--- src/rtl/gpio_irq_bank.sv ---
module gpio_irq_bank #(
  parameter int N_PORTS   = 4,
  parameter int ADDR_W    = 12,
  parameter int ALIAS_OFS = 'h80
) (
  input  logic                   clk,
  input  logic                   rst_n,
  input  logic [N_PORTS*8-1:0]   pins,
  input  logic                   wr_en,
  input  logic [ADDR_W-1:0]      wr_addr,
  input  logic [31:0]            wr_data,
  input  logic [ADDR_W-1:0]      rd_addr,
  output logic [31:0]            rd_data,
  output logic                   irq
);
  localparam int NPIN = N_PORTS * 8;

  logic [N_PORTS-1:0][7:0]  sta_q, sta_d, enb_q, enb_d, evt;
  logic [N_PORTS-1:0][23:0] cfg_q, cfg_d;
  logic [NPIN-1:0]          prev_q;

  function automatic logic [ADDR_W-1:0] reg_at(input int base, input int p);
    return ADDR_W'(base + 4 * p);
  endfunction

  always_comb begin
    for (int p = 0; p < N_PORTS; p++) begin
      for (int k = 0; k < 8; k++) begin
        if (!cfg_q[p][8+k])
          evt[p][k] = (pins[p*8+k] == cfg_q[p][k]);
        else if (cfg_q[p][16+k])
          evt[p][k] = pins[p*8+k] ^ prev_q[p*8+k];
        else if (cfg_q[p][k])
          evt[p][k] = pins[p*8+k] & ~prev_q[p*8+k];
        else
          evt[p][k] = ~pins[p*8+k] & prev_q[p*8+k];
      end
    end
  end

  always_comb begin
    for (int p = 0; p < N_PORTS; p++) begin
      sta_d[p] = sta_q[p];
      enb_d[p] = enb_q[p];
      cfg_d[p] = cfg_q[p];
      if (wr_en) begin
        if (wr_addr == reg_at('h70, p))
          sta_d[p] = sta_d[p] & ~wr_data[7:0];
        if (wr_addr == reg_at(ALIAS_OFS + 'h40, p))
          sta_d[p] = (sta_d[p] & ~wr_data[15:8]) | (wr_data[7:0] & wr_data[15:8]);
        if (wr_addr == reg_at('h50, p))
          enb_d[p] = wr_data[7:0];
        if (wr_addr == reg_at(ALIAS_OFS + 'h50, p))
          enb_d[p] = (enb_q[p] & ~wr_data[15:8]) | (wr_data[7:0] & wr_data[15:8]);
        if (wr_addr == reg_at('h60, p))
          cfg_d[p] = wr_data[23:0];
        if (wr_addr == reg_at(ALIAS_OFS + 'h60, p))
          cfg_d[p] = (cfg_q[p] & ~{3{wr_data[31:24]}}) | (wr_data[23:0] & {3{wr_data[31:24]}});
      end
      sta_d[p] = sta_d[p] | evt[p];
    end
  end

  always_ff @(posedge clk or negedge rst_n) begin
    if (!rst_n) begin
      sta_q  <= '0;
      enb_q  <= '0;
      cfg_q  <= '0;
      prev_q <= '0;
    end else begin
      sta_q  <= sta_d;
      enb_q  <= enb_d;
      cfg_q  <= cfg_d;
      prev_q <= pins;
    end
  end

  always_comb begin
    rd_data = '0;
    for (int p = 0; p < N_PORTS; p++) begin
      if (rd_addr == reg_at('h40, p)) rd_data = {24'b0, sta_q[p]};
      if (rd_addr == reg_at('h50, p)) rd_data = {24'b0, enb_q[p]};
      if (rd_addr == reg_at('h60, p)) rd_data = {8'b0, cfg_q[p]};
    end
  end

  assign irq = |(sta_q & enb_q);

endmodule

--- config.mk ---
export PLATFORM = sky130hd
export DESIGN_NAME = gpio_irq_bank
export DESIGN_NICKNAME = d
export VERILOG_FILES = /design/src/rtl/gpio_irq_bank.sv
export SDC_FILE = /design/constraint.sdc
export NUM_CORES = 1
export LEC_CHECK = 0
export ABC_AREA = 0
export BUFFER_PORTS_ARGS = -buffer_cell sky130_fd_sc_hd__clkbuf_2
export CAP_MARGIN = 20
export CORE_MARGIN = 3
export CORE_UTILIZATION = 57
export CTS_BUF_LIST = sky130_fd_sc_hd__clkbuf_8
export CTS_CLUSTER_DIAMETER = 60
export CTS_CLUSTER_SIZE = 30
export DETAILED_ROUTE_END_ITERATION = 16
export PLACE_DENSITY_LB_ADDON = 0.1
export SLEW_MARGIN = 25
export SYNTH_ARGS = -nofsm -noshare
export SYNTH_HDL_FRONTEND = slang
export SYNTH_SLANG_ARGS = --single-unit
--- constraint.sdc ---
create_clock -name clk -period 2.5 [get_ports clk]
set_input_delay 0 -clock clk [delete_from_list [all_inputs] [get_ports clk]]
set_output_delay 0 -clock clk [all_outputs]
set_load 0.01 [all_outputs]
# == Yosys cells after proc, flatten, opt, wreduce, memory -nomap -nowiden ==
# Index checks and enable logic that the tools add are counted.
# Widths: inputs -> output; s select.
# classes
n_addsub,0
mul,0
div,0
order_cmp,0
eq_ne,68
shifts,0
mux,140
bitwise_logic,198
reduce_logical,17
# ops
operator,n
$mux 32,11
$eq 12x7->1 const B,24
$mux 8,25
$mux 24,8
$eq 12x8->1 const B,12
$and 24x24->24,5
$and 8x8->8,13
$mux 1,96
$or 24x24->24,4
$or 8x8->8,12
$and 1x1->1,64
$not 1->1,64
$and 32x32->32,1
$eq 1x1->1,32
$reduce_or 32->1,1
$xor 1x1->1,32
$not 24->24,1
$not 8->8,2
$reduce_and 2->1,8
$reduce_bool 2->1,8
# word_totals
regBits,192
latchBits,0
ramBits,0
rom_bits,0
in_bits,91
output_inout_bits,33
wordCells,436
n_memories,0

# == Logic depth before layout (Yosys ltp) ==
# Gate-level depths: netlist of run 1.
# depth
word_depth,13
ltp_mapped,7
ltp_nobuf,7

# == Least setup slack after synthesis of run 1 ==
# Ideal clock, no wire load.
# synth_path
path_type,in2reg
startpoint,in wr_addr[9]
endpoint,reg (tool-made name)
setup_ns,0.125
arrival_ns,1.427
t_required_ns,2.375
path_slack_ns,0.948
path_stages,6
n_path_buf,1
path_cell_list,nor4_2 and3_1 buf_4 nand4_1 nor2_1 mux2_2
# synth_lines
element,line_no,text
from (decl),10,"input logic [ADDR_W-1:0] wr_addr,"

# == Worst setup path after layout of run 1 ==
# layout_path
startpoint,reg sta_q[18] (netlist name)
endpoint,out irq
# layout_between
elab_chain_cells,2
# layout_lines
element,line_no,text
from (decl),18,"logic [N_PORTS-1:0][7:0] sta_q, sta_d, enb_q, enb_d, evt;"
from (signal assigned),71,sta_q <= sta_d;
$and 32x32->32,87,assign irq = |(sta_q & enb_q);
$reduce_or 32->1,87,
to (decl),14,output logic irq
# Every way passes these cells.

==> results of run 1 <==
## cells by family after synthesis
logic type | count (synthesis)
simple gates | 296
compound gates | 257
flops | 192
mux | 165
buf+inv | 113
fa+ha+maj | 64
xor+xnor | 32
other cells | 1
## metrics by stage
stage          total power [mW]  std cells   util  area [um^2]  setup slack [ns]
2_1_floorplan              3.54       1127      -        11600             0.948
5_1_grt                    6.19       1588  0.686        13500             0.143
6_report                   5.98       1588  0.686        13500             0.152
3_5_place_dp               3.85       1500  0.637        12600             0.294
3_3_place_gp               3.84       1500  0.637        12600             0.358
4_1_cts                    6.00       1588  0.686        13500             0.166
## worst min path at each step
stage / to / slack [ns]
floorplan: async pin / -0.30
global placement: prev_q[5] / 0.05
detailed placement: prev_q[5] / 0.04
CTS: flip-flop / 0.01
global route: flip-flop / 0.01
finish: flip-flop / 0.04
## timing repair
item | in CTS | in global routing
hold endpoints to repair | 287 | 0
setup buffers | 0 | 0
hold buffers | 56 | 0
setup endpoints to repair | 0 | 0
## power by group
part           internal (mW)  leakage, nW  switching (mW)  total [mW]
Clock                  0.855        0.202            1.26        2.11
Sequential              3.15         2.44          0.0344        3.18
Combinational          0.279         3.63           0.408       0.687
Total                   4.28         6.27            1.70        5.98
## metal layers
metal  up-vias  part of all wire  track usage
met2       497              0.45        0.509
met1      4870              0.43        0.462
li1       4494                 -            -
met4         2             0.038        0.125
met3       111             0.074       0.0442
met5         -           0.00031            0
## worst max-delay path: stages, from the launching register on
cell	delay [ns]
dfrtp_1	0.47
a22o_1	0.22
a221oi_1	0.29
nand3_1	0.14
or4_1	0.59
clkbuf_2	0.16
## synthesized netlist by cell type, types with 3 or more instances
cell type | number | area share
buf_4 | 11 | 0.0071
o221ai_1 | 36 | 0.027
inv_1 | 65 | 0.021
a221o_2 | 11 | 0.011
a221oi_1 | 6 | 0.0045
o211ai_1 | 39 | 0.025
or3_1 | 5 | 0.0027
a22oi_1 | 20 | 0.013
a2bb2oi_1 | 4 | 0.0030
a21oi_1 | 16 | 0.0069
xnor2_1 | 31 | 0.023
clkbuf_1 | 24 | 0.0078
ha_1 | 64 | 0.069
o21ai_0 | 73 | 0.032
dfrtp_1 | 192 | 0.42
a22o_2 | 16 | 0.014
nor3b_1 | 4 | 0.0026
nand3_1 | 20 | 0.0087
nor2b_1 | 7 | 0.0038
buf_2 | 4 | 0.0017
clkbuf_8 | 3 | 0.0036
nor2_1 | 108 | 0.035
or2_2 | 5 | 0.0027
nor3_1 | 6 | 0.0026
nand2_1 | 100 | 0.032
o311ai_0 | 8 | 0.0061
nand4_1 | 13 | 0.0070
and4bb_2 | 3 | 0.0032
o22ai_1 | 5 | 0.0027
a221o_1 | 7 | 0.0061
nor4_2 | 4 | 0.0043
buf_6 | 3 | 0.0029
mux2_2 | 163 | 0.16
## placed cells by master, fill, tap and decap left out, types with 13 or more instances in the layout
cell / netlist / final
clkbuf_2: 0 / 114
o21ai_0: 73 / 73
nor2_1: 108 / 106
xnor2_1: 31 / 31
a22o_2: 16 / 16
a21oi_1: 16 / 16
nand4_1: 13 / 13
dlygate4sd3_1: 0 / 56
o221ai_1: 36 / 36
ha_1: 64 / 64
nand2_1: 100 / 100
mux2_2: 163 / 163
a22oi_1: 20 / 20
inv_1: 65 / 65
buf_4: 11 / 38
nand3_1: 20 / 20
o211ai_1: 39 / 39
dfrtp_1: 192 / 192
clkbuf_8: 3 / 19
## cell type report
class | instances | share of cell area
Clock buffer | 18 | 0.0183
Clock inverter | 14 | 0.0107
Inverter | 66 | 0.0183
Multi-Input combinational cell | 822 | 0.464
Sequential cell | 192 | 0.355
Tap cell | 265 | 0.0245
Timing Repair Buffer | 211 | 0.109
==> flow_summary_export.csv, run 1 <==
group,metric,value,unit
floorplan,die_y,148,um
timing,fin_setup_tns,0,ns
floorplan,start_util,0.587,
setup_path,critPathRequiredTime,2.50,ns
floorplan,core_region_area,0.0197,mm^2
global_route,grt_pass1_wl,55.2,mm
timing,tightest_slew,0.732,ns
synth,muxShareOfSynthArea,0.161,
floorplan,io_pins,124,
timing,fin_crit_sh,0.939,
synth,synthFlopType,"dfrtp_1",
synth,synth_cells,1120,
routing,drt_iter0_markers,1203,
timing,drv_slew,0,
routing,first_pass_iters,7,
job,drv_cap,0,
worst_hold_path,hold_depth,3,
setup_path,reg2reg_depth,5,
routing,via_count,9974,
setup_path,regToRegEndpoint,"sta_q[31]",
synth,synth-simple-area-share,0.123,
routing,remaining_drc_errors,0,
layout,multiInputGateArea,0.00627,mm^2
timing,post-route-min-period,2.35,ns
synth,ys_ff_latch,192,
layout,drive_gt1_frac,0.300,
timing,fin_skew,0.0155,ns
synth,synth_edf_count,0,
worst_hold_path,min_path_type,"input port to flip-flop",
layout,seq_area,0.00480,mm^2
cts,clk_pin_slew,0.11,ns
synth,netlist_area,0.0116,mm^2
synth,yosysUniqueCellTypes,65,
routing,antenna_left,0,
floorplan,dieWidth,148,um
floorplan,dieArea,0.0220,mm^2
routing,post_drt_via_cell_ratio,6.28,
global_route,grt_antenna_before_repair,1,
layout,syn_to_final_growth,16.9,%
global_route,grt_usage,0.325,
timing,setup_violations,0,
cts,clock-sinks,192,
setup_path,cp-startpoint,"sta_q[18]",
synth,synth_xor_area_frac,0.0242,
cts,cts_buffers,17,
routing,wl,35.2,mm
setup_path,critPathArrivalTime,2.35,ns
synth,avgSynthCellArea,10.3,um^2
timing,relSlewSlack,0.512,
synth,async_flop_share,1.00,
cts,insertion_delay,0.48,ns
cts,root_buffer,"clkbuf_8",
power,peakVddDrop,0.373,mV
timing,timing.fmax,0.426,GHz
routing,wire_per_inst,22.2,um
cts,clock_path_buffers,2,
timing,hold_slack,0.0413,ns
setup_path,end_kind,"primary output",
synth,synth_top_family_by_area,"compound AO/OA/AOI/OAI gates",
layout,nets,1465,
cts,cts_resized,0,
power,power_leakage,6.27,nW
place,io_buffers,115,
timing,finalHoldViolations,0,
global_route,grt_max_degree,69,
setup_path,cp_max_fo,3,
status,outcome,"complete, no violations",
setup_path,reg2reg_slack,1.00,ns
synth,ys_seq_area_frac,0.415,
cts,tritoncts,"built",
timing,rsz0062_at_grt,"no",
worst_hold_path,hp-start,"wr_data[6]",
place,gp_congestion,1.01,
layout,nFillCells,1542,
synth,synthAdderAreaFrac,0.0692,
layout,antenna_cells,0,
floorplan,row_count,51,
setup_path,crit_path_end,"irq",
cts,cts_max_level,4,
setup_path,critPathLaunchType,"flip-flop",
place,hpwl,25.3,mm
power,p_per_area,442,mW/mm^2
global_route,grt_remaining_overflow,0,
synth,yosysWarningCount,0,
setup_path,crit_type,"flip-flop to primary output",
global_route,grt_pass1_vias,9867,
synth,synth_compound_area_frac,0.162,
Power figures use the tool's default switching activity.
==> run 2, diff against run 1 <==
Settings changed: CELL_PAD_IN_SITES_DETAIL_PLACEMENT set to 0, CELL_PAD_IN_SITES_GLOBAL_PLACEMENT set to 2, CORE_UTILIZATION 57 to 43, REMOVE_ABC_BUFFERS set to 1.
==> run 2 against run 1 <==
Effect of this change: via count down 2.6%; largest power group unchanged; sequential power is essentially flat; worst hold slack gained 0.0080 ns; critical endpoint unchanged; non-clock buffer count is 14 higher; core utilization shrank 16 points.
==> flow_summary_export.csv, run 2 (same netlist as run 1, synthesis figures left out) <==
group,metric,value,unit
power,power,5.91,mW
global_route,grt_remaining_overflow,0,
setup_path,reg2reg_depth,7,
place,gp_congestion,0.967,
timing,relSlewSlack,0.470,
place,io_buffers,115,
setup_path,crit_path_end,"irq",
setup_path,worstReg2RegStart,"prev_q[20]",
routing,antenna_left,0,
routing,first_pass_iters,5,
job,drv_cap,0,
status,outcome,"complete, no violations",
setup_path,cp-startpoint,"sta_q[18]",
timing,fin_setup_tns,0,ns
routing,post_drt_via_cell_ratio,5.81,
cts,tritoncts,"built",
power,p_per_area,431,mW/mm^2
global_route,grt_usage,0.272,
floorplan,die_y,170,um
layout,final_common_cell,"dfrtp_1",
layout,postLayoutCoreUtil,0.521,
timing,finalHoldViolations,0,
floorplan,dieWidth,170,um
routing,remaining_drc_errors,0,
setup_path,reg2reg_slack,1.02,ns
layout,nets,1479,
cts,cts_setup_buffers,0,
layout,syn_to_final_growth,18.4,%
routing,wire_per_inst,23.2,um
timing,fin_skew,0.0130,ns
global_route,grt_max_degree,67,
floorplan,row_count,59,
cts,cts_buffers,17,
global_route,grt_pass1_wl,59.4,mm
floorplan,io_pins,124,
power,power_leakage,6.31,nW
timing,rsz0062_at_grt,"no",
cts,clock-sinks,192,
cts,clk_pin_slew,0.11,ns
layout,antenna_cells,0,
global_route,grt_pass1_vias,9670,
timing,setup_violations,0,
routing,drt_iter0_markers,735,
worst_hold_path,min_path_type,"input port to async pin",
setup_path,critPathRequiredTime,2.50,ns
timing,fin_ws,0.154,ns
setup_path,crit_type,"flip-flop to primary output",
timing,drv_slew,0,
timing,tightest_slew,0.793,ns
floorplan,start_util,0.440,
layout,drive_gt1_frac,0.307,
setup_path,critPathLaunchType,"flip-flop",
cts,insertion_delay,0.50,ns
setup_path,cp_max_fo,3,
layout,layout_common_cells,"dfrtp_1 (192), mux2_2 (163), clkbuf_2 (114), nor2_1 (106), nand2_1 (100)",
routing,wl,38.8,mm
timing,post-route-min-period,2.35,ns
timing,fin_crit_sh,0.938,
timing,timing.fmax,0.426,GHz
cts,root_buffer,"clkbuf_8",
setup_path,regToRegEndpoint,"sta_q[20]",
place,place_area,0.0128,mm^2
setup_path,critPathArrivalTime,2.35,ns
place,dp_slack,0.253,ns
floorplan,dieArea,0.0289,mm^2
power,peakVddDrop,0.261,mV
global_route,grt_antenna_before_repair,1,
layout,fin_area,0.0137,mm^2
cts,cts_max_level,4,
cts,clock_path_buffers,2,
routing,via_count,9717,
floorplan,core_region_area,0.0263,mm^2
setup_path,end_kind,"primary output",
place,hpwl,28.1,mm
run 2: changes by cell type in the layout (fill, tap and decap cells not counted):
cell        before  now
buf_12           2    3
buf_4           38   51
bufinv_16        1    0
clkbuf_8        19   18
clkinv_2         2    0
clkinv_4         2    3
clkinvlp_4       1    6
inv_1           65   66
inv_6            4    1
nor3_2           1    0
nor3_4           1    2
run 2: critical path: stages, from the launching register on:
cell	delay (ns)
dfrtp_1	0.47
a22o_1	0.22
a221oi_1	0.28
nand3_1	0.12
or4_1	0.59
clkbuf_2	0.17
run 2: timing repair:
item | CTS | global route
hold buffers | 56 | 0
setup endpoints to repair | 0 | 0
resized for setup | 0 | 0
hold endpoints to repair | 297 | 0
run 2: where the power goes:
| group | switching, mW | internal (mW) | total [mW] |
|---|---|---|---|
| Clock | 1.31 | 0.717 | 2.03 |
| Combinational | 0.415 | 0.284 | 0.699 |
| Sequential | 0.0341 | 3.15 | 3.18 |
| Total | 1.76 | 4.15 | 5.91 |
run 2: final cells by class:
cell class,count,area [um^2]
tap,335,419
multi-input combinational,822,6280
timing repair buffer,225,1590
clock inverter,15,129
inverter,66,248
sequential,192,4800
fill,2471,12600
clock buffer,17,234
run 2: per-layer routing:
metal	share of wire	track usage
met2	0.46	0.436
met5	0.00033	0
met1	0.46	0.383
met4	0.026	0.0822
met3	0.055	0.0407
run 2: worst min path at each step:
stage	start	endpoint	slack [ns]	depth (start not counted)
2_1_floorplan	rst_n	async pin	-0.30	0
3_3_place_gp	rst_n	async pin	0.06	1
3_5_place_dp	rst_n	async pin	0.06	1
4_1_cts	wr_data[6]	flip-flop	0.01	2
5_1_grt	wr_data[6]	flip-flop	0.03	2
6_report	rst_n	prev_q[5]	0.05	2
run 2: through the flow:
stage / hold slack (ns) / instances
after floorplan: -0.296 / 1080
after global placement: 0.0643 / 1584
after detailed placement: 0.0638 / 1584
after CTS: 0.0102 / 1672
after global routing: 0.0330 / 1672
final: 0.0493 / 1672
==> run 3, diff against run 2 <==
Settings changed: CORE_UTILIZATION 43 to 36, SKIP_LAST_GASP set to 1.
Clock period 2.5 ns to 1.9 ns, I/O delays scaled along.
==> run 3 against run 2 <==
Effect of this change: the flow now finishes with violations (setup timing); clock power grew 43%; non-clock buffer count grew 48; via count grew 1.4%; final cell count grew 6.9%; flip-flop and latch count is the same; clock skew is essentially flat; sequential share of layout area shrank 1.8 points; die area grew 19%; worst hold slack gained 0.017 ns; combinational power grew 41%; first-iteration DRC count shrank 14%; critical path type unchanged; critical endpoint unchanged.
==> flow_summary_export.csv, run 3 (same netlist as run 1, synthesis figures left out) <==
group,metric,value,unit
layout,drive_gt1_frac,0.356,
worst_hold_path,hp-start,"wr_data[27]",
timing,finalHoldViolations,0,
floorplan,die_y,185,um
floorplan,dieWidth,185,um
setup_path,critPathLaunchType,"flip-flop",
global_route,grt_antenna_before_repair,0,
status,outcome,"finished, violations left",
setup_path,regToRegEndpoint,"sta_q[18]",
layout,layout_common_cells,"dfrtp_1 (183), mux2_2 (161), clkbuf_2 (109), nor2_1 (105), nand2_1 (100)",
routing,remaining_drc_errors,0,
worst_hold_path,hold_depth,4,
floorplan,dieArea,0.0343,mm^2
timing,fin_skew,0.0133,ns
floorplan,io_pins,124,
timing,tightest_slew,0.570,ns
layout,multiInputGateArea,0.00647,mm^2
layout,nFillCells,3113,
place,io_buffers,115,
routing,first_pass_iters,5,
place,gp_congestion,0.929,
layout,antenna_cells,0,
layout,nets,1527,
setup_path,critPathArrivalTime,2.12,ns
global_route,grt_usage,0.240,
global_route,grt_max_degree,58,
global_route,grt_pass1_vias,9684,
power,p_per_area,558,mW/mm^2
setup_path,end_kind,"primary output",
timing,hold_slack,0.0658,ns
timing,fin_crit_sh,1.12,
routing,drt_iter0_markers,630,
setup_path,crit_family,"simple AND/OR/NAND/NOR gates",
floorplan,row_count,65,
cts,cts_max_level,4,
timing,relSlewSlack,0.620,
power,peakVddDrop,0.340,mV
setup_path,reg2reg_slack,0.42,ns
setup_path,critPathBufInv,1,
power,power_leakage,6.65,nW
status,violations,"setup timing",
routing,via_count,9851,
setup_path,crit_slowest_cell,"or4_4",
routing,wire_per_inst,22.6,um
setup_path,crit_chain,"a22o_1 -> a221oi_2 -> nand3_1 -> or4_4 -> clkbuf_2",
place,hpwl,30.1,mm
cts,clk_pin_slew,0.12,ns
global_route,grt_pass1_wl,61.2,mm
cts,insertion_delay,0.51,ns
timing,timing.fmax,0.472,GHz
place,place_area,0.0132,mm^2
timing,rsz0062_at_grt,"yes",
timing,setup_violations,4,
setup_path,crit_cells,5,
timing,post-route-min-period,2.12,ns
cts,root_buffer,"clkbuf_8",
floorplan,core_region_area,0.0316,mm^2
setup_path,max_stage_delay,0.52,ns
worst_hold_path,min_path_type,"input port to flip-flop",
timing,drv_slew,0,
routing,wl,40.4,mm
place,dp_slack,-0.0358,ns
cts,clock_path_buffers,2,
cts,tritoncts,"built",
global_route,grt_remaining_overflow,0,
setup_path,reg2reg_depth,5,
job,drv_cap,0,
layout,final_common_cell,"dfrtp_1",
timing,fin_ws,-0.219,ns
layout,fin_area,0.0145,mm^2
cts,cts_buffers,17,
layout,syn_to_final_growth,25.2,%
setup_path,crit_type,"flip-flop to primary output",
cts,clock-sinks,192,
routing,post_drt_via_cell_ratio,5.51,
routing,antenna_left,0,
layout,seq_area,0.00482,mm^2
setup_path,critPathRequiredTime,1.90,ns
setup_path,cp_max_fo,2,
floorplan,start_util,0.366,
==> run 3: worst max path at each step <==
stage	slack [ns]	end	start
global route	-0.30	irq	sta_q[18]
finish	-0.22	irq	sta_q[18]
CTS	-0.26	irq	flip-flop
floorplan	0.14	rd_data[2]	rd_addr[9]
global placement	-0.09	rd_data[2]	rd_addr[9]
detailed placement	-0.04	rd_data[2]	rd_addr[5]
==> run 3: layer usage <==
layer / wire (um) / share of wire / track usage / up-vias
met5: 0 / 0 / 0 / -
met4: 670 / 0.017 / 0.0576 / 0
met3: 1970 / 0.049 / 0.0377 / 33
met2: 18400 / 0.46 / 0.374 / 309
met1: 19300 / 0.48 / 0.352 / 4894
li1: - / - / - / 4615
==> run 3: stage by stage <==
stage / power (mW) / cells / utilization / setup TNS, ns
global route: 8.44 / 1787 / 0.458 / -1.19
floorplan: 4.59 / 1080 / - / 0
CTS: 8.17 / 1785 / 0.454 / -0.796
finish: 8.08 / 1787 / 0.458 / -0.477
detailed placement: 5.13 / 1689 / 0.418 / -0.149
global placement: 5.12 / 1689 / 0.418 / -0.0873
==> run 3: final cells by class <==
cell class              instances  area share
clock inverters                15      0.0120
flip-flops and latches        192       0.333
well taps                     402      0.0347
clock buffers                  17      0.0162
multi-input cells             822       0.447
repair buffers                273       0.141
inverters                      66      0.0171
==> run 3: worst register-to-register path, cell delays in order, from the launching register on <==
cell	delay (ns)
dfrtp_1	0.51
mux2_2	0.36
o21ai_0	0.15
nand2_1	0.07
o21ai_0	0.13
o211ai_1	0.15
==> run 3: timing repair <==
action / in CTS / in global routing
hold buffers: 58 / 0
buffers inserted: 7 / 2
endpoints found under the setup margin: 9 / 9
hold endpoints to repair: 375 / 0
pin swaps: 28 / 21
gates resized for setup: 35 / 28
==> run 3: power breakdown <==
group	internal [mW]	leakage (nW)	switching, mW
Combinational	0.416	4.03	0.571
Sequential	4.14	2.43	0.0440
Clock	1.21	0.194	1.70
Total	5.77	6.65	2.32
